**config.mk**
```make
export PLATFORM = sky130hd
export DESIGN_NAME = bank_timer_unit
export DESIGN_NICKNAME = d
export VERILOG_FILES = /design/src/rtl/bt_pkg.sv /design/src/rtl/bt_downcnt.sv /design/src/rtl/bt_bank_slot.sv /design/src/rtl/bank_timer_unit.sv
export SDC_FILE = /design/constraint.sdc
export NUM_CORES = 1
export LEC_CHECK = 0
export BUFFER_PORTS_ARGS = -buffer_cell sky130_fd_sc_hd__buf_4
export CAP_MARGIN = 10
export CORE_MARGIN = 1.5
export CORE_UTILIZATION = 26
export DETAILED_ROUTE_END_ITERATION = 16
export GPL_ROUTABILITY_DRIVEN = 0
export PLACE_DENSITY_LB_ADDON = 0.08
export SLEW_MARGIN = 10
export SYNTH_ARGS = -nofsm -noshare
export SYNTH_HDL_FRONTEND = slang
export SYNTH_SLANG_ARGS = --single-unit
```
**constraint.sdc**
```tcl
create_clock -name clk -period 2.1 [get_ports clk]
set_input_delay 0.42 -clock clk [delete_from_list [all_inputs] [get_ports clk]]
set_output_delay 0.42 -clock clk [all_outputs]
set_load 0.05 [all_outputs]
```
**src/rtl/bt_pkg.sv**
```systemverilog
package bt_pkg;

   typedef enum logic [2:0] {
      OP_IDLE = 3'd0,
      OP_ACT  = 3'd1,
      OP_RD   = 3'd2,
      OP_WR   = 3'd3,
      OP_PRE  = 3'd4
   } bt_op_e;

   // burst length / 2 for a given selector code
   function automatic logic [3:0] half_burst(input logic [1:0] code);
      case (code)
         2'd0:    half_burst = 4'd1;
         2'd1:    half_burst = 4'd2;
         default: half_burst = 4'd4;
      endcase
   endfunction

endpackage

```
**src/rtl/bt_downcnt.sv**
```systemverilog
module bt_downcnt #(
   parameter int W = 6
) (
   input  logic         clk,
   input  logic         rst_n,
   input  logic         ld,
   input  logic [W-1:0] ld_val,
   output logic         zero
);
   logic [W-1:0] cnt_q;

   always_ff @(posedge clk or negedge rst_n) begin
      if (!rst_n)              cnt_q <= '0;
      else if (ld)             cnt_q <= ld_val;
      else if (cnt_q != '0)    cnt_q <= cnt_q - 1'b1;
   end

   assign zero = (cnt_q == '0);

endmodule

```
**src/rtl/bt_bank_slot.sv**
```systemverilog
module bt_bank_slot
   import bt_pkg::*;
#(
   parameter int CNT_W = 6,
   parameter int T_RCD = 3,
   parameter int T_RAS = 6,
   parameter int T_WR  = 2,
   parameter int T_RP  = 3
) (
   input  logic             clk,
   input  logic             rst_n,
   input  logic             sel,
   input  bt_op_e           op,
   input  logic             ap,
   input  logic [CNT_W-1:0] half_bl,
   output logic             act_ok,
   output logic             col_ok,
   output logic             pre_ok,
   output logic             ap_start
);
   logic open_q, pend_q;
   logic rcd_z, ras_z, wr_z, bst_z, rp_z;
   logic act_acc, rd_acc, wr_acc, pre_acc, col_acc, fire;

   assign act_ok   = !open_q && rp_z;
   assign col_ok   = open_q && rcd_z && !pend_q;
   assign pre_ok   = open_q && ras_z && wr_z && !pend_q;

   assign act_acc  = sel && (op == OP_ACT) && act_ok;
   assign rd_acc   = sel && (op == OP_RD)  && col_ok;
   assign wr_acc   = sel && (op == OP_WR)  && col_ok;
   assign pre_acc  = sel && (op == OP_PRE) && pre_ok;
   assign col_acc  = rd_acc || wr_acc;
   assign fire     = pend_q && bst_z && ras_z && wr_z;
   assign ap_start = fire;

   always_ff @(posedge clk or negedge rst_n) begin
      if (!rst_n) begin
         open_q <= 1'b0;
         pend_q <= 1'b0;
      end else begin
         if (act_acc)               open_q <= 1'b1;
         else if (pre_acc || fire)  open_q <= 1'b0;
         if (col_acc && ap)         pend_q <= 1'b1;
         else if (fire)             pend_q <= 1'b0;
      end
   end

   bt_downcnt #(.W(CNT_W)) u_rcd (
      .clk(clk), .rst_n(rst_n), .ld(act_acc),
      .ld_val(CNT_W'(T_RCD)), .zero(rcd_z));

   bt_downcnt #(.W(CNT_W)) u_ras (
      .clk(clk), .rst_n(rst_n), .ld(act_acc),
      .ld_val(CNT_W'(T_RAS)), .zero(ras_z));

   bt_downcnt #(.W(CNT_W)) u_wr (
      .clk(clk), .rst_n(rst_n), .ld(wr_acc),
      .ld_val(half_bl + CNT_W'(T_WR)), .zero(wr_z));

   bt_downcnt #(.W(CNT_W)) u_bst (
      .clk(clk), .rst_n(rst_n), .ld(col_acc && ap),
      .ld_val(half_bl), .zero(bst_z));

   bt_downcnt #(.W(CNT_W)) u_rp (
      .clk(clk), .rst_n(rst_n), .ld(pre_acc || fire),
      .ld_val(CNT_W'(T_RP)), .zero(rp_z));

   // a fresh activate never allows a column command on the next cycle
   p_col_wait_r2: assert property (@(posedge clk) disable iff (!rst_n)
      act_acc |=> !col_ok);

   // an accepted write blocks precharge on the next cycle
   p_wr_hold_r3: assert property (@(posedge clk) disable iff (!rst_n)
      wr_acc |=> !pre_ok);

   // no internal precharge right after the row was opened
   p_act_no_ap_r5: assert property (@(posedge clk) disable iff (!rst_n)
      act_acc |=> !ap_start);

   // one-cycle pulse, bank then unavailable for activate
   p_ap_once_r7: assert property (@(posedge clk) disable iff (!rst_n)
      ap_start |=> (!ap_start && !act_ok));

   // explicit precharge closes the bank
   p_pre_close_r7: assert property (@(posedge clk) disable iff (!rst_n)
      pre_acc |=> (!col_ok && !act_ok));

endmodule

```
**src/rtl/bank_timer_unit.sv**
```systemverilog
module bank_timer_unit
   import bt_pkg::*;
#(
   parameter int NUM_BANKS = 4,
   parameter int CNT_W     = 6,
   parameter int T_RCD     = 3,
   parameter int T_RAS     = 6,
   parameter int T_WR      = 2,
   parameter int T_RP      = 3,
   localparam int BANK_W   = (NUM_BANKS > 1) ? $clog2(NUM_BANKS) : 1,
   localparam int CNT_MAX  = (1 << CNT_W) - 1
) (
   input  logic                 clk,
   input  logic                 rst_n,
   input  logic                 cmd_valid,
   input  logic [2:0]           cmd_op,
   input  logic [BANK_W-1:0]    cmd_bank,
   input  logic                 cmd_ap,
   input  logic [1:0]           bl_code,
   output logic [NUM_BANKS-1:0] act_ok,
   output logic [NUM_BANKS-1:0] col_ok,
   output logic [NUM_BANKS-1:0] pre_ok,
   output logic [NUM_BANKS-1:0] ap_start,
   output logic                 ref_ok
);
   if (NUM_BANKS < 1) begin : g_chk_banks
      $error("NUM_BANKS must be at least 1");
   end
   if (T_RCD < 1 || T_RAS < 1 || T_RP < 1) begin : g_chk_min
      $error("T_RCD, T_RAS and T_RP must be at least one cycle");
   end
   if (T_WR < 0 || T_RCD > CNT_MAX || T_RAS > CNT_MAX || T_RP > CNT_MAX
       || (T_WR + 4) > CNT_MAX) begin : g_chk_width
      $error("timing parameter does not fit CNT_W");
   end

   bt_op_e           op;
   logic [CNT_W-1:0] half_bl;

   assign op      = bt_op_e'(cmd_op);
   assign half_bl = CNT_W'(half_burst(bl_code));

   for (genvar b = 0; b < NUM_BANKS; b++) begin : g_bank
      logic sel;
      assign sel = cmd_valid && (cmd_bank == BANK_W'(b));

      bt_bank_slot #(
         .CNT_W(CNT_W), .T_RCD(T_RCD), .T_RAS(T_RAS),
         .T_WR(T_WR), .T_RP(T_RP)
      ) u_slot (
         .clk      (clk),
         .rst_n    (rst_n),
         .sel      (sel),
         .op       (op),
         .ap       (cmd_ap),
         .half_bl  (half_bl),
         .act_ok   (act_ok[b]),
         .col_ok   (col_ok[b]),
         .pre_ok   (pre_ok[b]),
         .ap_start (ap_start[b])
      );
   end

   assign ref_ok = &act_ok;

   // refresh permission excludes any pending internal precharge
   p_ref_quiet_r9: assert property (@(posedge clk) disable iff (!rst_n)
      ref_ok |-> (ap_start == '0 && col_ok == '0));

   // a bank is never both activatable and column-accessible
   p_flags_excl_r8: assert property (@(posedge clk) disable iff (!rst_n)
      (act_ok & (col_ok | pre_ok)) == '0);

endmodule

```
==> summary.md, run 1 <==
| Metric | Value |
|---|---|
| Hold path depth | `2` |
| Largest net degree at the start of global routing | `34` |
| Endpoints failing setup | `30` |
| Setup WS post-layout | `-0.652 ns` |
| Fmax | `363 MHz` |
| CP Launch Type | `flip-flop` |
| First-pass GRT wire length | `32700 um` |
| Yosys cell types | `56` |
| Core box area | `27700 sq um` |
| CP Max Fanout | `2` |
| Post-layout nets | `1022` |
| P&R area growth vs syn | `44.6%` |
| Initial antenna violation count | `0` |
| Worst min-delay path class | `in2reg` |
| Total track usage | `0.144` |
| Clk sinks | `128` |
| Maximum root-to-sink buffer count | `2` |
| Initial core utilization | `0.263` |
| Main combinational cell family by area after synthesis | `simple AND/OR/NAND/NOR gates` |
| Overflow after GRT | `0` |
| Top FF cell, synth | `dfrtp_1` |
| First drt pass iteration count | `4` |
| R2r endpoint | `g_bank[3].u_slot.u_ras.cnt_q[2]$_DFFE_PN0P_` |
| Filler cells | `2811` |
| DR vias/cell | `4.46` |
| Root Driver | `clkbuf_16` |
| Synth top area cells | `dfrtp_1 (44%), ha_1 (6.2%), nor2_1 (4.6%)` |
| Pwr/cell area | `1130 nW/um^2` |
| Worst Clk Skew | `0.0106 ns` |
| Synth warnings | `0` |
| Outcome | `finished, violations left` |
| Rel. slew slack | `0.567` |
| Leak Pwr | `4.69 nW` |
| Cells after Synth | `766` |
| Max cap viols | `0` |
| FP Rows | `61` |
| Synth Area in Adders | `0.0618` |
| Post-synthesis register bit count | `128` |
| Final antenna-violating net count | `0` |
| Reg clk slew, reported paths | `0.06 ns` |
| First DRT Iteration DRCs | `222` |
| RSZ-0062 raised after global routing | `true` |
| Register area share after synthesis | `0.440` |
| Final wirelength | `19700 um` |
| WP data required | `1.68 ns` |
| Post-synthesis xor/xnor area fraction | `0.0589` |
| Dpl ws | `-0.283 ns` |
| Total area of sequential cells | `3200 sq um` |
| Die Area | `29000 sq um` |
| Synth Area in Simple Gates | `0.264` |
| Wire length per cell | `14.4 um` |
| Failing checks | `negative setup slack` |
| Final hold vios | `0` |
| Hpwl dp | `13900 um` |
| Die Wd | `170 um` |
| Total power | `11.9 mW` |
| Reg2Reg Depth | `8` |
| CP arrival | `2.33 ns` |
| Syn nets | `813` |
| CTS tree | `done` |
| Mux contribution to synthesized area | `0.0625` |
| Crit share post-route | `1.31` |
| Reg-to-reg setup timing slack | `-0.13 ns` |
| Fin crit period | `2.75 ns` |
| Worst Tran Pin Value | `0.634 ns` |
| Most numerous cell in the Yosys netlist | `dfrtp_1` |
| Post-synth EDFFs | `0` |
| Mapped cell area | `7290 sq um` |
| CTS Buf Count | `17` |
| Maximum vdd drop | `0.543 mV` |
| Setup CP Type | `reg2out` |
| Share of post-route cells with drive strength above 1 | `0.383` |
| Die Ht | `170 um` |
| Critical Path End Type | `primary output` |
| Synth Area in Compound Gates | `0.0677` |
| H-Tree Depth | `4` |
| R2R Path Start | `g_bank[3].u_slot.u_rp.cnt_q[1]$_DFFE_PN0P_` |
| Hold path start | `bl_code[1]` |
| Pins Over Slew Limit | `0` |
| Clock latency on the worst-skew pair | `0.42 ns` |
| Synthesized area per cell | `9.51 sq um` |
| Cell taking the most area after synthesis | `dfrtp_1` |
| Asr flop ratio synth | `1.00` |
| Post-route DRC | `0` |
| Port buffer count | `27` |
| Area of the multi-input gates | `4280 sq um` |
| Min-Delay Endpoint | `g_bank[3].u_slot.u_bst.cnt_q[2]$_DFFE_PN0P_` |
| Vias in the first global route | `6452` |
| # diodes | `0` |
| I/O Pins | `28` |
| Post-synth top area share | `0.440` |
| Via count | `6087` |
| Most instantiated cells after synthesis | `dfrtp_1 (128), nor2_1 (89), nand2_1 (69)` |
sequential cells by signal, indices dropped and copies added, names as in the netlist:
register / cells
g_bank.u_slot.u_rp.cnt_q: 24
g_bank.u_slot.u_wr.cnt_q: 24
g_bank.u_slot.open_q: 4
g_bank.u_slot.pend_q: 4
g_bank.u_slot.u_rcd.cnt_q: 24
g_bank.u_slot.u_ras.cnt_q: 24
g_bank.u_slot.u_bst.cnt_q: 24
worst max-delay path, cell delays in order (launching register included):
cell and delay, ns:
dfrtp_1 0.37, inv_1 0.07, ha_2 0.16, or3b_4 0.38
or3_4 0.35, nor2_4 0.09, buf_6 0.12, and4_4 0.23
buf_8 0.15
what timing repair did:
action / in CTS / in global routing
pin swaps: 25 / 18
gates cloned: 0 / 1
endpoints found under the setup margin: 30 / 46
hold buffers: 1 / 0
resized for setup: 154 / 25
endpoints found under the hold margin: 4 / 0
buffers inserted: 47 / 17
worst max-delay path by stage:
| stage | startpoint | to | slack (ns) | cells after the start |
|---|---|---|---|---|
| after floorplan | g_bank[3].u_slot.u_rp.cnt_q[0]$_DFFE_PN0P_ | ref_ok | -0.12 | 6 |
| after global placement | g_bank[3].u_slot.u_rp.cnt_q[0]$_DFFE_PN0P_ | ref_ok | -0.27 | 8 |
| after detailed placement | g_bank[3].u_slot.u_rp.cnt_q[0]$_DFFE_PN0P_ | ref_ok | -0.28 | 8 |
| after CTS | g_bank[3].u_slot.u_rp.cnt_q[0]$_DFFE_PN0P_ | ref_ok | -0.69 | 8 |
| after global routing | g_bank[3].u_slot.u_rp.cnt_q[1]$_DFFE_PN0P_ | ref_ok | -0.75 | 8 |
| final | g_bank[3].u_slot.u_rp.cnt_q[1]$_DFFE_PN0P_ | ref_ok | -0.65 | 8 |
report_power, final:
part / total, mW / leakage (nW) / internal, mW / switching (mW)
clock network: 3.18 / 0.303 / 1.97 / 1.21
registers: 4.00 / 1.56 / 3.26 / 0.741
logic: 4.73 / 2.83 / 2.62 / 2.11
cell families after synthesis:
kind of cell / Yosys count
DFF: 128
and+or+nand+nor: 357
muxes: 44
buffers and inverters: 71
xor gates and xnor gates: 49
adders and majority gates: 36
AOI/OAI and AO/OA: 81
metrics by stage:
| stage | utilization | hold slack, ns | instances | instance area (sq um) | setup TNS (ns) |
|---|---|---|---|---|---|
| 2_1_floorplan | - | 0.124 | 766 | 7300 | -0.124 |
| 3_3_place_gp | 0.316 | 0.449 | 1269 | 8770 | -1.13 |
| 3_5_place_dp | 0.316 | 0.456 | 1269 | 8770 | -1.52 |
| 4_1_cts | 0.372 | 0.323 | 1349 | 10300 | -5.19 |
| 5_1_grt | 0.380 | 0.344 | 1366 | 10500 | -7.21 |
| 6_report | 0.380 | 0.335 | 1366 | 10500 | -3.96 |
cell usage in the layout (no fill, tap or decap), types with 17 or more instances in the layout:
| master | n |
|---|---|
| buf_4 | 177 |
| dfrtp_1 | 127 |
| nor2_1 | 82 |
| nand2_1 | 63 |
| a21oi_1 | 39 |
| nor3_1 | 36 |
| xnor2_1 | 34 |
| mux2i_1 | 32 |
| inv_2 | 29 |
| ha_1 | 22 |
| inv_1 | 21 |
| buf_6 | 21 |
| or3_1 | 20 |
| clkbuf_16 | 17 |
per-layer routing:
metal	part of all wire	track usage
met1	0.47	0.181
met2	0.49	0.251
met3	0.024	0.0263
met4	0.013	0.0427
met5	0	0
layout make-up:
cell class | count | area share
Multi-Input combinational cell | 567 | 0.406
Sequential cell | 128 | 0.304
Timing Repair Buffer | 211 | 0.168
Tap cell | 378 | 0.0449
Clock buffer | 20 | 0.0443
Inverter | 50 | 0.0178
Clock inverter | 12 | 0.0147
No activity file was read; power rests on OpenSTA's default activity.
==> inputs of run 2 (changes only) <==
- BUFFER_PORTS_ARGS: -buffer_cell sky130_fd_sc_hd__buf_4 -> -buffer_cell sky130_fd_sc_hd__buf_2
==> run 2 against run 1 <==
Effect of this change: the run still ends with negative setup slack left; clock skew fell by 0.00071 ns; first-iteration DRC count rose by 5.9%; combinational power fell by 4%; largest cell class unchanged.
==> summary.md, run 2 (synthesized netlist as in run 1, its figures left out) <==
| Metric | Value |
|---|---|
| Setup CP Type | `reg2out` |
| Hpwl dp | `13600 um` |
| Overflow after GRT | `0` |
| Max cap viols | `0` |
| Worst Tran Pin Value | `0.500 ns` |
| Outcome | `finished, violations left` |
| CP Launch Type | `flip-flop` |
| Dpl ws | `-0.264 ns` |
| Maximum root-to-sink buffer count | `2` |
| CTS Buf Count | `17` |
| First-pass GRT wire length | `31700 um` |
| CP Max Fanout | `2` |
| Fin crit period | `2.75 ns` |
| Pins Over Slew Limit | `0` |
| Final antenna-violating net count | `0` |
| Post-route DRC | `0` |
| DR vias/cell | `4.52` |
| H-Tree Depth | `4` |
| Initial antenna violation count | `0` |
| RSZ-0062 raised after global routing | `true` |
| Fmax | `363 MHz` |
| Core box area | `27700 sq um` |
| Die Area | `29000 sq um` |
| Total power | `11.7 mW` |
| Most frequent cells in the layout | `buf_4 (150), dfrtp_1 (127), nor2_1 (83)` |
| FP Rows | `61` |
| WP data required | `1.68 ns` |
| Port buffer count | `27` |
| First drt pass iteration count | `4` |
| CTS tree | `done` |
| Commonest non-fill, non-tap cell in the layout | `buf_4` |
| CP arrival | `2.33 ns` |
| Wire length per cell | `14.4 um` |
| Clk sinks | `128` |
| CP delay by family, top | `simple AND/OR/NAND/NOR gates` |
| Final wirelength | `19400 um` |
| Reg clk slew, reported paths | `0.06 ns` |
| Placed Area | `8670 sq um` |
| Post-layout nets | `1005` |
| Root Driver | `clkbuf_16` |
| P&R area growth vs syn | `42.3%` |
| # diodes | `0` |
| Leak Pwr | `4.60 nW` |
| Final std cells w/o fill | `1349` |
| Clock latency on the worst-skew pair | `0.42 ns` |
| Largest net degree at the start of global routing | `57` |
| Slowest CP cell | `dfrtp_1` |
| Finished layout cell area | `10400 sq um` |
| Pwr/cell area | `1130 nW/um^2` |
| Die Wd | `170 um` |
| Cell Chain, Critical Path | `inv_2 > ha_4 > or3b_4 > or3_4 > nor2_4 > buf_6 > and4_4 > buf_12` |
| Share of post-route cells with drive strength above 1 | `0.375` |
| Critical Path End Type | `primary output` |
| I/O Pins | `28` |
| Maximum vdd drop | `0.496 mV` |
| Final hold vios | `0` |
| Rel. slew slack | `0.658` |
| Crit share post-route | `1.31` |
| Max incr delay on CP | `0.38 ns` |
| Via count | `6098` |
| Initial core utilization | `0.263` |
| Worst Clk Skew | `0.00984 ns` |
| Total track usage | `0.140` |
| Filler cells | `2787` |
| Area of the multi-input gates | `4290 sq um` |
| Placed Cells | `1262` |
| Sum of buffers and inverters on the critical path | `3` |
| Worst min-delay path class | `in2reg` |
| Failing checks | `negative setup slack` |
| Endpoints failing setup | `20` |
| Die Ht | `170 um` |
| Setup WS post-layout | `-0.652 ns` |
| First DRT Iteration DRCs | `235` |
| Vias in the first global route | `6301` |
| Total area of sequential cells | `3200 sq um` |
==> run 2: metrics by stage <==
stage,TNS (ns),utilization,hold WS (ns)
after detailed placement,-1.45,0.313,0.379
after CTS,-3.97,0.364,0.404
after global placement,-1.06,0.313,0.375
after global routing,-5.47,0.374,0.406
after floorplan,-0.124,-,0.124
final,-3.40,0.374,0.400
==> run 2: timing repair <==
| action | 4_1_cts | 5_1_grt |
|---|---|---|
| resized for setup | 153 | 43 |
| hold endpoints to repair | 23 | 0 |
| endpoints found under the setup margin | 40 | 43 |
| buffers inserted | 34 | 23 |
| hold buffers | 1 | 0 |
| pin swaps | 28 | 23 |
==> run 2: per-layer routing <==
layer	vias to the layer above	routed length [um]	global-route usage
li1	3027	-	-
met1	2978	9220	0.180
met2	77	9440	0.237
met3	16	460	0.0267
met4	0	256	0.0404
met5	-	0	0
==> run 2: power breakdown <==
| group | leakage [nW] | total [mW] | internal (mW) | switching (mW) |
|---|---|---|---|---|
| logic | 2.74 | 4.54 | 2.47 | 2.07 |
| registers | 1.56 | 4.03 | 3.26 | 0.772 |
| clock network | 0.296 | 3.11 | 1.96 | 1.15 |
| total | 4.60 | 11.7 | 7.69 | 4.00 |
==> run 2: worst paths after layout <==
path / startpoint / endpoint / slack [ns] / cells past startpoint
min in group asynchronous: rst_n / g_bank[3].u_slot.u_rcd.cnt_q[4]$_DFFE_PN0P_ / 0.47 / 2
setup / recovery: g_bank[3].u_slot.u_rp.cnt_q[0]$_DFFE_PN0P_ / ref_ok / -0.65 / 8
hold reg to reg: g_bank[2].u_slot.u_wr.cnt_q[5]$_DFFE_PN0P_ / g_bank[2].u_slot.u_wr.cnt_q[5]$_DFFE_PN0P_ / 0.53 / 2
hold / removal: bl_code[1] / g_bank[0].u_slot.u_bst.cnt_q[2]$_DFFE_PN0P_ / 0.40 / 2
setup reg to reg: g_bank[3].u_slot.u_rp.cnt_q[0]$_DFFE_PN0P_ / g_bank[3].u_slot.u_ras.cnt_q[2]$_DFFE_PN0P_ / -0.11 / 8
max in group asynchronous: rst_n / g_bank[0].u_slot.u_rcd.cnt_q[0]$_DFFE_PN0P_ / 0.97 / 3
==> run 2: layout make-up <==
| type | instances | share of cell area |
|---|---|---|
| clock buffers | 22 | 0.0457 |
| clock inverters | 10 | 0.0129 |
| inverters | 50 | 0.0181 |
| multi-input cells | 567 | 0.413 |
| flip-flops and latches | 128 | 0.309 |
| well taps | 378 | 0.0456 |
| repair buffers | 194 | 0.155 |
==> run 2: worst register-to-register path: cells and delay by family, from the launching register on <==
family,cells,cell delay [ns]
and+or+nand+nor,3,1.16
DFF,1,0.38
adders and majority gates,1,0.13
buffers and inverters,3,0.33
AOI/OAI and AO/OA,1,0.10
==> inputs of run 3 (changes only) <==
- ABC_AREA: default -> 1
- CELL_PAD_IN_SITES_DETAIL_PLACEMENT: default -> 1
- CELL_PAD_IN_SITES_GLOBAL_PLACEMENT: default -> 1
==> run 3 against run 2 <==
Effect of this change: the flow still finishes with violations (negative setup slack); synthesized cell count grew 31%; critical path type unchanged; count of clock-buffer cells in the layout shrank 3; combinational power grew 28%; clock power grew 5%.
==> summary.md, run 3 <==
| Metric | Value |
|---|---|
| Commonest non-fill, non-tap cell in the layout | `nand2_1` |
| Most instantiated cells after synthesis | `nand2_1 (212), inv_1 (162), nor2_1 (147)` |
| Asr flop ratio synth | `1.00` |
| Reg-to-reg setup timing slack | `0.40 ns` |
| Max incr delay on CP | `0.39 ns` |
| Setup WS post-layout | `-0.104 ns` |
| Post-synth EDFFs | `0` |
| Final wirelength | `20500 um` |
| Gr busiest metal | `met2` |
| Outcome | `finished, violations left` |
| Wire length per cell | `13.4 um` |
| Hpwl dp | `14700 um` |
| Final std cells w/o fill | `1534` |
| R2R Path Start | `g_bank[0].u_slot.u_rp.cnt_q[0]$_DFFE_PN0P_` |
| R2r endpoint | `g_bank[0].u_slot.u_rcd.cnt_q[5]$_DFFE_PN0P_` |
| CP Launch Type | `flip-flop` |
| Maximum root-to-sink buffer count | `2` |
| Share of post-route cells with drive strength above 1 | `0.284` |
| Register area share after synthesis | `0.413` |
| CP delay by family, top | `buffers and inverters` |
| RSZ-0062 raised after global routing | `true` |
| Failing checks | `negative setup slack` |
| Cell taking the most area after synthesis | `dfrtp_1` |
| Root Driver | `clkbuf_16` |
| Max cap viols | `0` |
| Vias in the first global route | `6949` |
| Crit share post-route | `1.05` |
| Critical Path End Type | `primary output` |
| Met3 Use GR | `0.0242` |
| Post-layout nets | `1178` |
| Total track usage | `0.140` |
| Worst min-delay path class | `in2reg` |
| Synth warnings | `0` |
| Fin crit period | `2.20 ns` |
| Leak Pwr | `5.35 nW` |
| Reg2Reg Depth | `12` |
| CTS Buf Count | `17` |
| Crit path from | `g_bank[0].u_slot.u_rp.cnt_q[0]$_DFFE_PN0P_` |
| Via count | `6613` |
| Initial core utilization | `0.263` |
| Initial antenna violation count | `0` |
| Worst Tran Pin Value | `0.491 ns` |
| Placed Cells | `1443` |
| Total power | `13.4 mW` |
| Largest net degree at the start of global routing | `37` |
| M2 GR Usage | `0.250` |
| Yosys cell types | `32` |
| H-Tree Depth | `4` |
| Sum of buffers and inverters on the critical path | `4` |
| Post-route DRC | `0` |
| I/O Pins | `28` |
| Endpoints failing setup | `2` |
| Crit path depth | `8` |
| Pins Over Slew Limit | `0` |
| Syn nets | `1051` |
| Rel. slew slack | `0.672` |
| CP arrival | `1.78 ns` |
| WP data required | `1.68 ns` |
| Cell mode on critical path | `buf_6` |
| Post-synthesis register bit count | `128` |
| Maximum vdd drop | `0.485 mV` |
| First drt pass iteration count | `4` |
| Met1 usage | `0.173` |
| Reg clk slew, reported paths | `0.06 ns` |
| # diodes | `0` |
| CTS tree | `done` |
| Synthesized area per cell | `7.72 sq um` |
| FP Rows | `63` |
| Pwr/cell area | `1310 nW/um^2` |
| Cell Chain, Critical Path | `inv_2 > ha_4 > inv_4 > nor2_4 > nand4_1 > buf_6 > nor3_4 > buf_6` |
| Core box area | `29500 sq um` |
| Setup CP Type | `reg2out` |
| CP Max Fanout | `3` |
| Synth top area cells | `dfrtp_1 (41%), nand2_1 (10%), inv_1 (7.8%)` |
| Hold path depth | `3` |
| Slowest CP cell | `dfrtp_1` |
| Dpl ws | `0.0851 ns` |
| Top FF cell, synth | `dfrtp_1` |
| Final hold vios | `0` |
| Cells after Synth | `1004` |
| Worst Setup EP | `ref_ok` |
| Most numerous cell in the Yosys netlist | `nand2_1` |
| P&R area growth vs syn | `32.6%` |
| Clock latency on the worst-skew pair | `0.43 ns` |
| Fmax | `454 MHz` |
| Worst Clk Skew | `0.0119 ns` |
| Port buffer count | `27` |
| Overflow after GRT | `0` |
| Die Wd | `176 um` |
| Clk sinks | `128` |
| Die Ht | `176 um` |
| Post-synth top area share | `0.413` |
| Most frequent cells in the layout | `nand2_1 (208), nor2_1 (128), dfrtp_1 (128)` |
| Die Area | `30800 sq um` |
| First DRT Iteration DRCs | `177` |
| DR vias/cell | `4.31` |
| Final antenna-violating net count | `0` |
| Worst hold slack | `0.303 ns` |
| First-pass GRT wire length | `34400 um` |
| Mapped cell area | `7750 sq um` |
[run 3: metal layers]
| metal | vias up | share of wire |
|---|---|---|
| met3 | 12 | 0.014 |
| li1 | 3363 | - |
| met5 | - | 0 |
| met4 | 0 | 0.0098 |
| met2 | 27 | 0.51 |
| met1 | 3211 | 0.47 |
[run 3: kinds of logic (layout without fill, tap and decap cells)]
| family | Yosys count | in the layout | synth area share |
|---|---|---|---|
| AOI/OAI and AO/OA | 54 | 54 | 0.0391 |
| xor gates and xnor gates | 50 | 50 | 0.0565 |
| adders and majority gates | 36 | 36 | 0.0581 |
| buffers and inverters | 189 | 329 | 0.0993 |
| DFF | 128 | 128 | 0.413 |
| and+or+nand+nor | 547 | 547 | 0.334 |
[run 3: how the worst min path moves through the flow]
stage	startpoint	end	slack (ns)
6_report	bl_code[1]	g_bank[0].u_slot.u_bst.cnt_q[2]$_DFFE_PN0P_	0.30
5_1_grt	bl_code[1]	g_bank[0].u_slot.u_bst.cnt_q[2]$_DFFE_PN0P_	0.32
4_1_cts	bl_code[1]	g_bank[0].u_slot.u_bst.cnt_q[2]$_DFFE_PN0P_	0.29
3_5_place_dp	rst_n	g_bank[3].u_slot.u_ras.cnt_q[5]$_DFFE_PN0P_	0.34
3_3_place_gp	rst_n	g_bank[3].u_slot.u_ras.cnt_q[5]$_DFFE_PN0P_	0.33
2_1_floorplan	rst_n	g_bank[0].u_slot.open_q$_DFFE_PN0P_	0.12
[run 3: worst reg2reg max path: cells and delay by family (launching register included)]
family | cells | cell delay (ns)
DFF | 1 | 0.39
buffers and inverters | 6 | 0.58
adders and majority gates | 1 | 0.14
and+or+nand+nor | 5 | 0.47
[run 3: timing repair]
action,CTS,global route
endpoints found under the hold margin,24,0
resized for setup,122,62
pin swaps,18,26
endpoints found under the setup margin,16,17
hold buffers,1,0
buffers inserted,23,35
[run 3: power breakdown]
group | switching [mW] | internal [mW]
Sequential | 0.866 | 3.48
Clock | 1.22 | 2.05
Combinational | 3.16 | 2.63
[run 3: stage by stage]
step	setup TNS (ns)	area [sq um]	util
after CTS	-0.204	9780	0.332
after detailed placement	0	8570	0.291
final	-0.145	10300	0.348
after floorplan	0	7750	-
after global placement	0	8570	0.291
after global routing	-0.486	10300	0.348
[run 3: area by class of cell]
cell class                 count  area, sq um
inverter                     173          654
fill                        3622        19200
sequential                   128         3200
clock buffer                  19          453
timing repair buffer         124         1040
multi-input combinational    687         4250
clock inverter                13          186
tap                          390          488
